==> config.mk <==
export PLATFORM = sky130hd
export DESIGN_NAME = adc_readout_ctrl
export DESIGN_NICKNAME = d
export VERILOG_FILES = /design/src/rtl/adc_rd_pkg.sv /design/src/rtl/adc_rd_edge.sv /design/src/rtl/adc_rd_mode.sv /design/src/rtl/adc_rd_drdy.sv /design/src/rtl/adc_readout_ctrl.sv
export SDC_FILE = /design/constraint.sdc
export NUM_CORES = 1
export LEC_CHECK = 0
export ABC_CLOCK_PERIOD_IN_PS = 2400
export BUFFER_PORTS_ARGS = -buffer_cell sky130_fd_sc_hd__buf_2
export CAP_MARGIN = 20
export CORE_ASPECT_RATIO = 1.2
export CORE_MARGIN = 8
export CORE_UTILIZATION = 40
export DETAILED_ROUTE_END_ITERATION = 6
export PLACE_DENSITY = 0.69
export SKIP_CTS_REPAIR_TIMING = 1
export SLEW_MARGIN = 15
export SYNTH_ARGS = -nofsm -noshare
export SYNTH_HDL_FRONTEND = slang
export SYNTH_SLANG_ARGS = --single-unit
==> constraint.sdc <==
create_clock -name clk -period 2.4 [get_ports clk]
set_input_delay 0.24 -clock clk [delete_from_list [all_inputs] [get_ports clk]]
set_output_delay 0.24 -clock clk [all_outputs]
set_load 0.1 [all_outputs]
==> src/rtl/adc_rd_pkg.sv <==
package adc_rd_pkg;
  typedef enum logic [1:0] {PH_CMD, PH_CNT, PH_REG, PH_DATA} phase_e;
  localparam logic [7:0] OP_RDATA = 8'h12;
  localparam logic [7:0] OP_START = 8'h14;
  localparam logic [7:0] OP_STOP  = 8'h16;
  localparam logic [3:0] OP_RREG  = 4'h2;
endpackage

==> src/rtl/adc_rd_edge.sv <==
module adc_rd_edge (
  input  logic clk,
  input  logic rst,
  input  logic sclk,
  input  logic cs_n,
  output logic rise,
  output logic fall
);
  logic sclk_q;

  always_ff @(posedge clk) begin
    if (rst) sclk_q <= 1'b0;
    else     sclk_q <= sclk;
  end

  assign rise = sclk & ~sclk_q & ~cs_n;
  assign fall = ~sclk & sclk_q & ~cs_n;
endmodule

==> src/rtl/adc_rd_mode.sv <==
module adc_rd_mode (
  input  logic clk,
  input  logic rst,
  input  logic conv_valid,
  input  logic start_cmd,
  input  logic stop_cmd,
  output logic cont,
  output logic stop_pend,
  output logic auto_load
);
  assign auto_load = conv_valid & cont;

  always_ff @(posedge clk) begin
    if (rst) begin
      cont      <= 1'b1;
      stop_pend <= 1'b0;
    end else if (start_cmd) begin
      cont      <= 1'b1;
      stop_pend <= 1'b0;
    end else if (auto_load && stop_pend) begin
      cont      <= 1'b0;
      stop_pend <= 1'b0;
    end else if (stop_cmd && cont) begin
      stop_pend <= 1'b1;
    end
  end
endmodule

==> src/rtl/adc_rd_drdy.sv <==
module adc_rd_drdy #(
  parameter int DW = 24
) (
  input  logic clk,
  input  logic rst,
  input  logic conv_valid,
  input  logic conv_soon,
  input  logic data_load,
  input  logic reg_load,
  input  logic shift,
  output logic drdy_n
);
  localparam int CW = $clog2(DW);

  logic [CW-1:0] cnt;
  logic          track;
  logic          last_bit;

  assign last_bit = shift && track && (cnt == CW'(DW - 1));

  always_ff @(posedge clk) begin
    if (rst) begin
      cnt    <= '0;
      track  <= 1'b0;
      drdy_n <= 1'b1;
    end else begin
      if (data_load) begin
        track <= 1'b1;
        cnt   <= '0;
      end else if (reg_load) begin
        track <= 1'b0;
      end else if (shift && track) begin
        if (last_bit) track <= 1'b0;
        else          cnt   <= cnt + 1'b1;
      end

      if (conv_valid)     drdy_n <= 1'b0;
      else if (conv_soon) drdy_n <= 1'b1;
      else if (last_bit)  drdy_n <= 1'b1;
    end
  end
endmodule

==> src/rtl/adc_readout_ctrl.sv <==
module adc_readout_ctrl
  import adc_rd_pkg::*;
#(
  parameter int DW   = 24,
  parameter int NREG = 4
) (
  input  logic             clk,
  input  logic             rst,
  input  logic             conv_valid,
  input  logic [DW-1:0]    conv_data,
  input  logic             conv_soon,
  input  logic [NREG*8-1:0] reg_bank,
  input  logic             cs_n,
  input  logic             sclk,
  input  logic             din,
  output logic             dout,
  output logic             drdy_n
);
  localparam int AW     = $clog2(NREG);
  localparam int NBYTES = DW / 8;

  logic [DW-1:0] shreg, hold;
  logic [2:0]    bitcnt;
  logic [7:0]    cmd_sr;
  logic          byte_full;
  phase_e        phase;
  logic [7:0]    left;
  logic [AW-1:0] addr, next_addr;
  logic [7:0]    regs [NREG];

  logic rise, fall;
  logic cont, stop_pend, auto_load;
  logic start_cmd, stop_cmd, data_load, reg_load, shift_en;

  for (genvar g = 0; g < NREG; g++) begin : g_reg
    assign regs[g] = reg_bank[g*8 +: 8];
  end

  adc_rd_edge u_edge (
    .clk(clk), .rst(rst), .sclk(sclk), .cs_n(cs_n), .rise(rise), .fall(fall)
  );

  adc_rd_mode u_mode (
    .clk(clk), .rst(rst), .conv_valid(conv_valid), .start_cmd(start_cmd),
    .stop_cmd(stop_cmd), .cont(cont), .stop_pend(stop_pend), .auto_load(auto_load)
  );

  adc_rd_drdy #(.DW(DW)) u_drdy (
    .clk(clk), .rst(rst), .conv_valid(conv_valid), .conv_soon(conv_soon),
    .data_load(data_load | auto_load), .reg_load(reg_load), .shift(shift_en),
    .drdy_n(drdy_n)
  );

  // Byte-boundary decode: what the falling edge does to the shift register
  always_comb begin
    start_cmd = 1'b0;
    stop_cmd  = 1'b0;
    data_load = 1'b0;
    reg_load  = 1'b0;
    shift_en  = 1'b0;
    next_addr = addr;
    if (!auto_load && fall) begin
      if (!byte_full) begin
        shift_en = 1'b1;
      end else begin
        unique case (phase)
          PH_CMD: begin
            if (cmd_sr == OP_RDATA) begin
              data_load = 1'b1;
            end else begin
              shift_en  = 1'b1;
              start_cmd = (cmd_sr == OP_START);
              stop_cmd  = (cmd_sr == OP_STOP);
            end
          end
          PH_CNT: reg_load = 1'b1;
          PH_REG: begin
            if (left == 8'd0) begin
              shift_en = 1'b1;
            end else begin
              reg_load  = 1'b1;
              next_addr = addr + 1'b1;
            end
          end
          PH_DATA: shift_en = 1'b1;
        endcase
      end
    end
  end

  always_ff @(posedge clk) begin
    if (rst) begin
      shreg     <= '0;
      hold      <= '0;
      bitcnt    <= '0;
      cmd_sr    <= '0;
      byte_full <= 1'b0;
      phase     <= PH_CMD;
      left      <= '0;
      addr      <= '0;
    end else begin
      if (conv_valid) hold <= conv_data;

      if (auto_load) begin
        shreg     <= conv_data;
        bitcnt    <= '0;
        byte_full <= 1'b0;
        phase     <= PH_CMD;
      end else if (cs_n) begin
        bitcnt    <= '0;
        byte_full <= 1'b0;
        phase     <= PH_CMD;
      end else if (rise) begin
        cmd_sr    <= {cmd_sr[6:0], din};
        bitcnt    <= bitcnt + 1'b1;
        byte_full <= (bitcnt == 3'd7);
      end else if (fall) begin
        byte_full <= 1'b0;
        if (shift_en)  shreg <= {shreg[DW-2:0], 1'b0};
        if (data_load) shreg <= hold;
        if (reg_load) begin
          shreg <= {regs[next_addr], {(DW-8){1'b0}}};
          addr  <= next_addr;
        end
        if (byte_full) begin
          unique case (phase)
            PH_CMD: begin
              if (cmd_sr == OP_RDATA) begin
                phase <= PH_DATA;
                left  <= 8'(NBYTES - 1);
              end else if (cmd_sr[7:4] == OP_RREG) begin
                phase <= PH_CNT;
                addr  <= cmd_sr[AW-1:0];
              end
            end
            PH_CNT: begin
              phase <= PH_REG;
              left  <= cmd_sr;
            end
            PH_REG, PH_DATA: begin
              if (left == 8'd0) phase <= PH_CMD;
              else              left  <= left - 1'b1;
            end
          endcase
        end
      end
    end
  end

  assign dout = cs_n ? 1'b0 : shreg[DW-1];
endmodule

-- Word level (Yosys, flattened, before mapping)
Index checks and enable logic that the tools add are counted.
- register bits: 82
- input port bits: 63
- output and inout port bits: 2
- word-level logic and storage cells: 131
- add/sub/neg operators: 4
- order comparisons: 1
- equal/unequal tests: 15
- muxes and demuxes: 57
- bitwise operators: 14
- reductions and logical operators: 26
- operator list (cell ; count):
    24-bit two-way mux ; 7
    8-bit two-way mux ; 4
    1-bit two-way mux ; 29
    8-bit by 5-bit equality test with 1-bit output, second input constant ; 3
    2-bit two-way mux ; 12
    8-bit case mux with 3 select lines ; 1
    8-bit binary-select mux with 2-bit select ; 1
    3-bit nonzero test ; 3
    8-bit logical NOT ; 1
    4-bit AND reduction ; 2
    8-bit by 1-bit subtractor with 8-bit output, second input constant ; 1
    1-bit NOT ; 7
    7-bit AND reduction ; 1
    2-bit != test, second input constant ; 3
    2-bit case mux with 3 select lines ; 1
    3-bit AND reduction ; 2
    2-bit OR reduction ; 3
    3-bit OR reduction ; 2
    5-bit by 1-bit adder with 5-bit output, second input constant ; 1
    1-bit AND ; 5
    5-bit equality test, second input constant ; 1
    1-bit logical AND ; 5
    5-bit AND reduction ; 1
    2-bit equality test, second input constant ; 2
    17 further kinds ; 19

-- Depth between registers and ports, before layout
Gate-level depths: netlist (run 1).
- depth in word-level cells: 14
- mapped depth: 10
- depth with buffers taken out: 8

-- Modules after synthesis
Synthesis (run 1) repeated with hierarchy kept, for this count alone.
- cell total of the unflattened synthesis: 530
- area total of the unflattened synthesis: 4877.2 um^2
- by module, submodules not included (module ; times used ; cells each ; area each (um^2) ; sequential area each (um^2)):
    adc_readout_ctrl ; 1 ; 480 ; 4395.5 ; 1441.4
    adc_rd_drdy ; 1 ; 38 ; 341.6 ; 140.1
    adc_rd_mode ; 1 ; 8 ; 88.8 ; 40.0
    adc_rd_edge ; 1 ; 4 ; 51.3 ; 20.0

-- Worst setup path after synthesis (run 1)
No wires, ideal clock.
- kind: flip-flop to flip-flop
- start point: register left[0]
- end point: register shreg[11]
- setup time: 0.144 ns
- data arrival time: 2.046 ns
- data required time: 2.256 ns
- path slack: 0.210 ns
- stages on the path, launching flop included: 11
- path buffers: 2
- clock period less this slack: 2.190 ns
- cell sequence: dfxtp_1 inv_1 ha_1 nor3b_2 a311oi_1 a221oi_2 or3_1 buf_4 buf_4 nor2_1 a211oi_2
- longest elaborated chain between the ends: 10
- elaborated cells on any way between the ends: 16
- those cells by class: mux (13); reduce/logical (3)
- RTL lines (item ; RTL line ; source):
    start: declaration ; adc_readout_ctrl.sv:27 ; logic [7:0] left;
    start signal: assignment ; adc_readout_ctrl.sv:130 ; left <= 8'(NBYTES - 1);
    start signal: assignment ; adc_readout_ctrl.sv:138 ; left <= cmd_sr;
    start signal: assignment ; adc_readout_ctrl.sv:142 ; else left <= left - 1'b1;
    8-bit logical NOT * ; adc_readout_ctrl.sv:78 ; if (left == 8'd0) begin
    1-bit two-way mux ; adc_readout_ctrl.sv:78 ;
    1-bit case mux with 2 select lines ; adc_readout_ctrl.sv:66 ; unique case (phase)
    1-bit two-way mux ; adc_readout_ctrl.sv:63 ; if (!byte_full) begin
    1-bit two-way mux ; adc_readout_ctrl.sv:62 ; if (!auto_load && fall) begin
    24-bit two-way mux ; adc_readout_ctrl.sv:121 ; if (reg_load) begin
    24-bit two-way mux ; adc_readout_ctrl.sv:117 ; end else if (fall) begin
    24-bit two-way mux ; adc_readout_ctrl.sv:113 ; end else if (rise) begin
    24-bit two-way mux ; adc_readout_ctrl.sv:109 ; end else if (cs_n) begin
    24-bit two-way mux ; adc_readout_ctrl.sv:104 ; if (auto_load) begin
    end signal: assignment ; adc_readout_ctrl.sv:105 ; shreg <= conv_data;
    end signal: assignment ; adc_readout_ctrl.sv:119 ; if (shift_en) shreg <= {shreg[DW-2:0], 1'b0};
    end signal: assignment ; adc_readout_ctrl.sv:120 ; if (data_load) shreg <= hold;
    end: declaration ; adc_readout_ctrl.sv:22 ; logic [DW-1:0] shreg, hold;
Mark *: on every way between the ends. The rest lies on a longest branch, timed or not. The select of a mux whose other input is x is not followed.
A chain may end at the register's enable or synchronous reset.

-- Worst setup path in the final report (run 1)
- start point: register left[0]
- end point: register shreg[20]
- longest elaborated chain between the ends: 14
- elaborated cells on any way between the ends: 24
- those cells by class: mux (20); bitwise (1); reduce/logical (3)
- RTL lines (item ; RTL line ; source):
    8-bit logical NOT * ; adc_readout_ctrl.sv:78 ;
    2-bit two-way mux ; adc_readout_ctrl.sv:78 ;
    2-bit two-way mux ; adc_readout_ctrl.sv:66 ;
    2-bit two-way mux ; adc_readout_ctrl.sv:63 ;
    2-bit two-way mux ; adc_readout_ctrl.sv:62 ;
    2-bit NOT with 3-bit output (not written as such) ; adc_readout_ctrl.sv:122 ; shreg <= {regs[next_addr], {(DW-8){1'b0}}};
    8-bit binary-select mux with 2-bit select ; adc_readout_ctrl.sv:122 ;
    8-bit two-way mux (not written as such) (2 in series) ; adc_readout_ctrl.sv:122 ;
    24-bit two-way mux ; adc_readout_ctrl.sv:121 ;
    24-bit two-way mux ; adc_readout_ctrl.sv:117 ;
    24-bit two-way mux ; adc_readout_ctrl.sv:113 ;
    24-bit two-way mux ; adc_readout_ctrl.sv:109 ;
    24-bit two-way mux ; adc_readout_ctrl.sv:104 ;
Marks and branches as above.

==> flow_summary.ini, run 1 <==
[critical_path]
timing.reg2reg.setup_slack_ns = 0.09
required_ns = 2.65
cp_top_family = compound AO/OA/AOI/OAI gates
path_buf_inv = 1
crit_chain = inv_1 -> ha_1 -> nor3b_4 -> a21bo_2 -> nor2_1 -> o21ai_0 -> a2111o_1 -> a311oi_2
reg2reg_to = shreg[20]$_SDFFE_PP0P_
cp_slowest_stage_delay_ns = 0.45
reg2reg_depth = 8
cp_max_fo = 8
critPathKind = flop to flop
reg2reg_from = left[0]$_SDFFE_PP0P_
end_kind = flop
cp_slowest_cell = a2111o_1
start_kind = flop
worstPathArrival_ns = 2.56

[clock_network]
clockRootBuffer = clkbuf_16
cts_tree = built
clkTransAtPathRegs_ns = 0.06
max-clock-path-buffers = 2
ctsHtreeMaxLevel = 3
cts_inserted_buffers = 9
numClockSinks = 82
clock_latency_ns = 0.33

[synth]
yosysWarnings = 0
ys_ff_latch = 82
seq_area_frac_synth_pct = 35.1
synth_cell_types = 64
avgSynthCellArea_um2 = 8.68
synth-edff-count = 0
synth_flop_cell = dfxtp_1
synth_fp_nets = 611
synthCells = 539
async_flop_share_pct = 0
mappedNetlistArea_um2 = 4680

[route]
via_per_inst = 5.60
routedWlPerCell_um = 16.4
drt_iter0_drc = 266
detail-route-antenna-nets = 0
first_pass_iters = 4
wl_mm = 12.5
drc = 0
route.vias.total = 4275

[job]
max_cap_viol_count = 0

[sta]
rsz0062_at_grt = true
tns_ns = 0
skew_ns = 0.00551
fmax_mhz = 433
period_minus_slack_ns = 2.31
worst_pin_slew_ns = 0.593
finalSetupViolations = 0
layout_setup_ws_ns = 0.0928
fin_crit_sh_pct = 96.1
slew_headroom_pct = 59.5
hold_viol = 0
slew_violations = 0

[placed_design]
pre_cts_ws_ns = 0.00151
io_buffers = 64
dpl.hpwl_mm = 9.00
gp_congestion = 0.932

[die]
die_y_um = 134
rows = 43
initial_core_util_pct = 40.6
die_w_um = 115
coreArea_um2 = 11500
dieArea_um2 = 15400
io_pins = 65

[final_layout]
layout_commonest_cell = dfxtp_1
finalNetCount = 675
final_cell_mix = dfxtp_1 (82), nor2_1 (80), buf_2 (64)
drive_gt1_share_pct = 24.4
final.fill_count = 1088
area_growth_pct = 20.1
n_antenna_cell = 0

[global_route]
grt_pass1_vias = 4241
overflow = 0
grt_usage_pct = 15.7
antenna_found_initial = 0
grt_max_degree = 48
grt_pass1_wl_mm = 19.8

[pwr]
power_mw = 3.25
leakagePower_nw = 2.34
peakVddDrop_mv = 0.303
powerDensity_nw_per_um2 = 579

[worst_hold_path]
min_path_cells = 3
holdPathEnd = u_drdy.drdy_n$_SDFFE_PP1P_
hp-class = input pin to flop
hold_start = conv_soon

[run_status]
status = finished clean
logic make-up after synthesis:
| kind of cell | synth area share [%] |
|---|---|
| compound gates | 23.6 |
| fa+ha+maj | 2.41 |
| simple gates | 19.8 |
| flops | 35.1 |
| xor+xnor | 1.31 |
| mux | 12.9 |
| buf+inv | 4.97 |
worst max-delay path by stage:
stage | start | end | slack, ns | depth (start not counted)
final | left[0]$_SDFFE_PP0P_ | shreg[20]$_SDFFE_PP0P_ | 0.09 | 8
after global routing | left[0]$_SDFFE_PP0P_ | u_drdy.cnt[3]$_SDFFE_PP0P_ | -0.04 | 9
after CTS | left[0]$_SDFFE_PP0P_ | shreg[23]$_SDFFE_PP0P_ | -0.01 | 9
after detailed placement | left[0]$_SDFFE_PP0P_ | shreg[23]$_SDFFE_PP0P_ | 0.002 | 9
after global placement | left[0]$_SDFFE_PP0P_ | shreg[20]$_SDFFE_PP0P_ | 0.09 | 8
after floorplan | left[0]$_SDFFE_PP0P_ | shreg[11]$_SDFFE_PP0P_ | 0.21 | 10
flip-flops by register name, summed over array words and instances, names as in the netlist:
name,cells
left,8
addr,2
u_drdy.track,1
u_mode.cont,1
u_mode.stop_pend,1
cmd_sr,8
hold,24
byte_full,1
u_drdy.drdy_n,1
shreg,24
u_edge.sclk_q,1
bitcnt,3
phase,2
u_drdy.cnt,5
tightest hold or removal path: stages:
cell and delay, ns:
buf_2 0.08, a211oi_1 0.04, o21bai_1 0.10
layout make-up:
| cell class | instances | area, um2 | share of cell area (%) |
|---|---|---|---|
| inverters | 12 | 45.0 | 0.801 |
| flip-flops and latches | 82 | 1640 | 29.2 |
| multi-input cells | 405 | 2840 | 50.5 |
| clock inverters | 5 | 81.3 | 1.45 |
| repair buffers | 93 | 593 | 10.5 |
| well taps | 157 | 196 | 3.49 |
| clock buffers | 9 | 225 | 4.01 |
synth_stat cells (2+ instances only):
cell type | count | area [um2]
dfxtp_1 | 82 | 1640
nor2_1 | 82 | 308
mux2i_1 | 58 | 581
nand2_1 | 35 | 131
o21ai_0 | 29 | 145
clkbuf_1 | 27 | 101
nand3_1 | 27 | 135
a2bb2oi_1 | 22 | 193
a21oi_1 | 21 | 105
a211oi_2 | 15 | 188
nor4_1 | 14 | 87.6
a211oi_1 | 13 | 97.6
inv_1 | 11 | 41.3
ha_1 | 9 | 113
a311oi_2 | 8 | 120
a22oi_1 | 6 | 45.0
buf_2 | 6 | 30.0
or3_1 | 6 | 37.5
and2_1 | 4 | 25.0
nor3_1 | 4 | 20.0
xnor2_1 | 4 | 35.0
buf_6 | 3 | 33.8
nand2b_1 | 3 | 18.8
nor2b_1 | 3 | 18.8
xor2_1 | 3 | 26.3
and2_2 | 2 | 15.0
buf_1 | 2 | 7.51
buf_4 | 2 | 15.0
mux2_2 | 2 | 22.5
o221ai_1 | 2 | 17.5
layer usage:
layer | global-route usage [%] | routed length (um)
met3 | 2.19 | 509
met1 | 17.1 | 5120
met5 | 0 | 0
met2 | 28.8 | 6500
met4 | 7.90 | 391
report_power, final:
part	switching (mW)	internal, mW	leakage, nW	total, mW
sequential	0.0330	1.42	0.672	1.45
combinational	0.199	0.169	1.52	0.368
clock	0.535	0.899	0.147	1.43
total	0.767	2.49	2.34	3.25
per-stage QoR:
step	hold WS (ns)	instance area, um2	std cells	util, %
final	0.162	5620	763	48.8
after CTS	0.159	5560	762	48.3
after detailed placement	0.457	5260	748	45.7
after global routing	0.177	5620	763	48.8
after floorplan	0.368	4680	539	-
after global placement	0.450	5260	748	45.7
(Power assumes the default switching activity.)
==> run 2: changes to the inputs <==
CORE_MARGIN = unset   (was 8)
==> flow_summary.ini, run 2 (synthesis gave the netlist of run 1 again) <==
[critical_path]
end_kind = flop
cp_max_fo = 10
start_kind = flop
worstPathArrival_ns = 2.55
critPathKind = flop to flop
required_ns = 2.65
cp-startpoint = left[1]$_SDFFE_PP0P_
reg2reg_from = left[1]$_SDFFE_PP0P_

[pwr]
p_seq_share_pct = 44.0
combPwrFrac_pct = 11.0
peakVddDrop_mv = 0.325
power_mw = 3.30
powerDensity_nw_per_um2 = 583
p_switching_mw = 0.795
p_sw_share_pct = 24.1
p_int_mw = 2.50
p_clk_share_pct = 45.0
leakagePower_nw = 2.37

[sta]
period_minus_slack_ns = 2.30
slew_violations = 0
fin_crit_sh_pct = 96.0
worst_pin_slew_ns = 0.566
skew_ns = 0.00888
slew_headroom_pct = 62.2
whs_ns = 0.152
finalSetupViolations = 0
fmax_mhz = 434
rsz0062_at_grt = false
tns_ns = 0
hold_viol = 0

[final_layout]
layout_commonest_cell = nor2_1
finalNetCount = 678
n_antenna_cell = 0
final.fill_count = 1066
fin_area_um2 = 5660
final_cell_mix = nor2_1 (81), dfxtp_1 (80), buf_2 (64)
instances_no_fill = 765
reg.largest.list = hold: 24 flops, shreg: 24 flops
area_growth_pct = 21.0
drive_gt1_share_pct = 25.0

[clock_network]
cts_inserted_buffers = 9
max-clock-path-buffers = 2
cts_tree = built
clock_latency_ns = 0.34
clkTransAtPathRegs_ns = 0.06
clockRootBuffer = clkbuf_16
ctsHtreeMaxLevel = 3
numClockSinks = 82

[worst_hold_path]
hold_start = din
hp-class = input pin to flop

[placed_design]
gp_congestion = 0.866
dp_cells = 744
placed_area_um2 = 5260
dpl.hpwl_mm = 8.20
io_buffers = 64

[run_status]
status = finished clean

[route]
wl_mm = 11.6
detail-route-antenna-nets = 0
first_pass_iters = 5
routedWlPerCell_um = 15.2
via_per_inst = 5.59
drc = 0
drt_iter0_drc = 329
route.vias.total = 4278

[die]
die_w_um = 101
dieArea_um2 = 12100
rows = 42
initial_core_util_pct = 41.8
io_pins = 65
die_y_um = 120
coreArea_um2 = 11200

[global_route]
grt_max_degree = 47
grt_pass1_vias = 4112
grtUsageMet3_pct = 3.99
antenna_found_initial = 0
grtUsageMet2_pct = 34.5
busiest_layer = met2
grt_usage_pct = 19.6
grt_pass1_wl_mm = 19.1
overflow = 0
gr-usage-met1_pct = 22.5

[job]
max_cap_viol_count = 0
## run 2: critical path, cell delays in order (launching register included)
cell      delay, ns
dfxtp_1        0.32
inv_1          0.07
ha_1           0.19
nor3b_4        0.25
a21boi_2       0.11
buf_4          0.19
nand2_1        0.28
o221ai_1       0.18
a221o_1        0.37
a311oi_2       0.24
## run 2: cell type report
cell class	instances	area, um2	share of cell area, %
Multi-Input combinational cell	405	2830	50.0
Sequential cell	82	1640	29.0
Timing Repair Buffer	96	628	11.1
Clock buffer	10	229	4.05
Tap cell	154	193	3.40
Clock inverter	6	90.1	1.59
Inverter	12	45.0	0.796
## run 2: per-stage QoR
step	worst slack [ns]	util, %
after floorplan	0.210	-
after global placement	0.0739	47.0
after detailed placement	-0.0610	47.0
after CTS	-0.0735	49.8
after global routing	0.00577	50.6
final	0.0962	50.6
## run 2: final timing paths
| kind | endpoint | slack, ns | cells after the start |
|---|---|---|---|
| min | cmd_sr[0]$_SDFFE_PP0P_ | 0.15 | 3 |
| min reg2reg | shreg[0]$_SDFFE_PP0P_ | 0.45 | 2 |
| max | shreg[22]$_SDFFE_PP0P_ | 0.1 | 9 |
| max reg2reg | shreg[22]$_SDFFE_PP0P_ | 0.1 | 9 |
## run 2: power by group through the flow
stage,registers [mW],logic [mW],clock network (mW)
floorplan,1.48,0.239,0
global placement,1.48,0.347,0
detailed placement,1.48,0.357,0
CTS,1.45,0.359,1.50
global route,1.46,0.393,1.58
finish,1.45,0.363,1.49
## run 2: metal layers
layer / vias to the layer above / wire length, um
met5: - / 0
met4: 0 / 375
met3: 33 / 372
met2: 100 / 5960
met1: 2035 / 4930
li1: 2110 / -
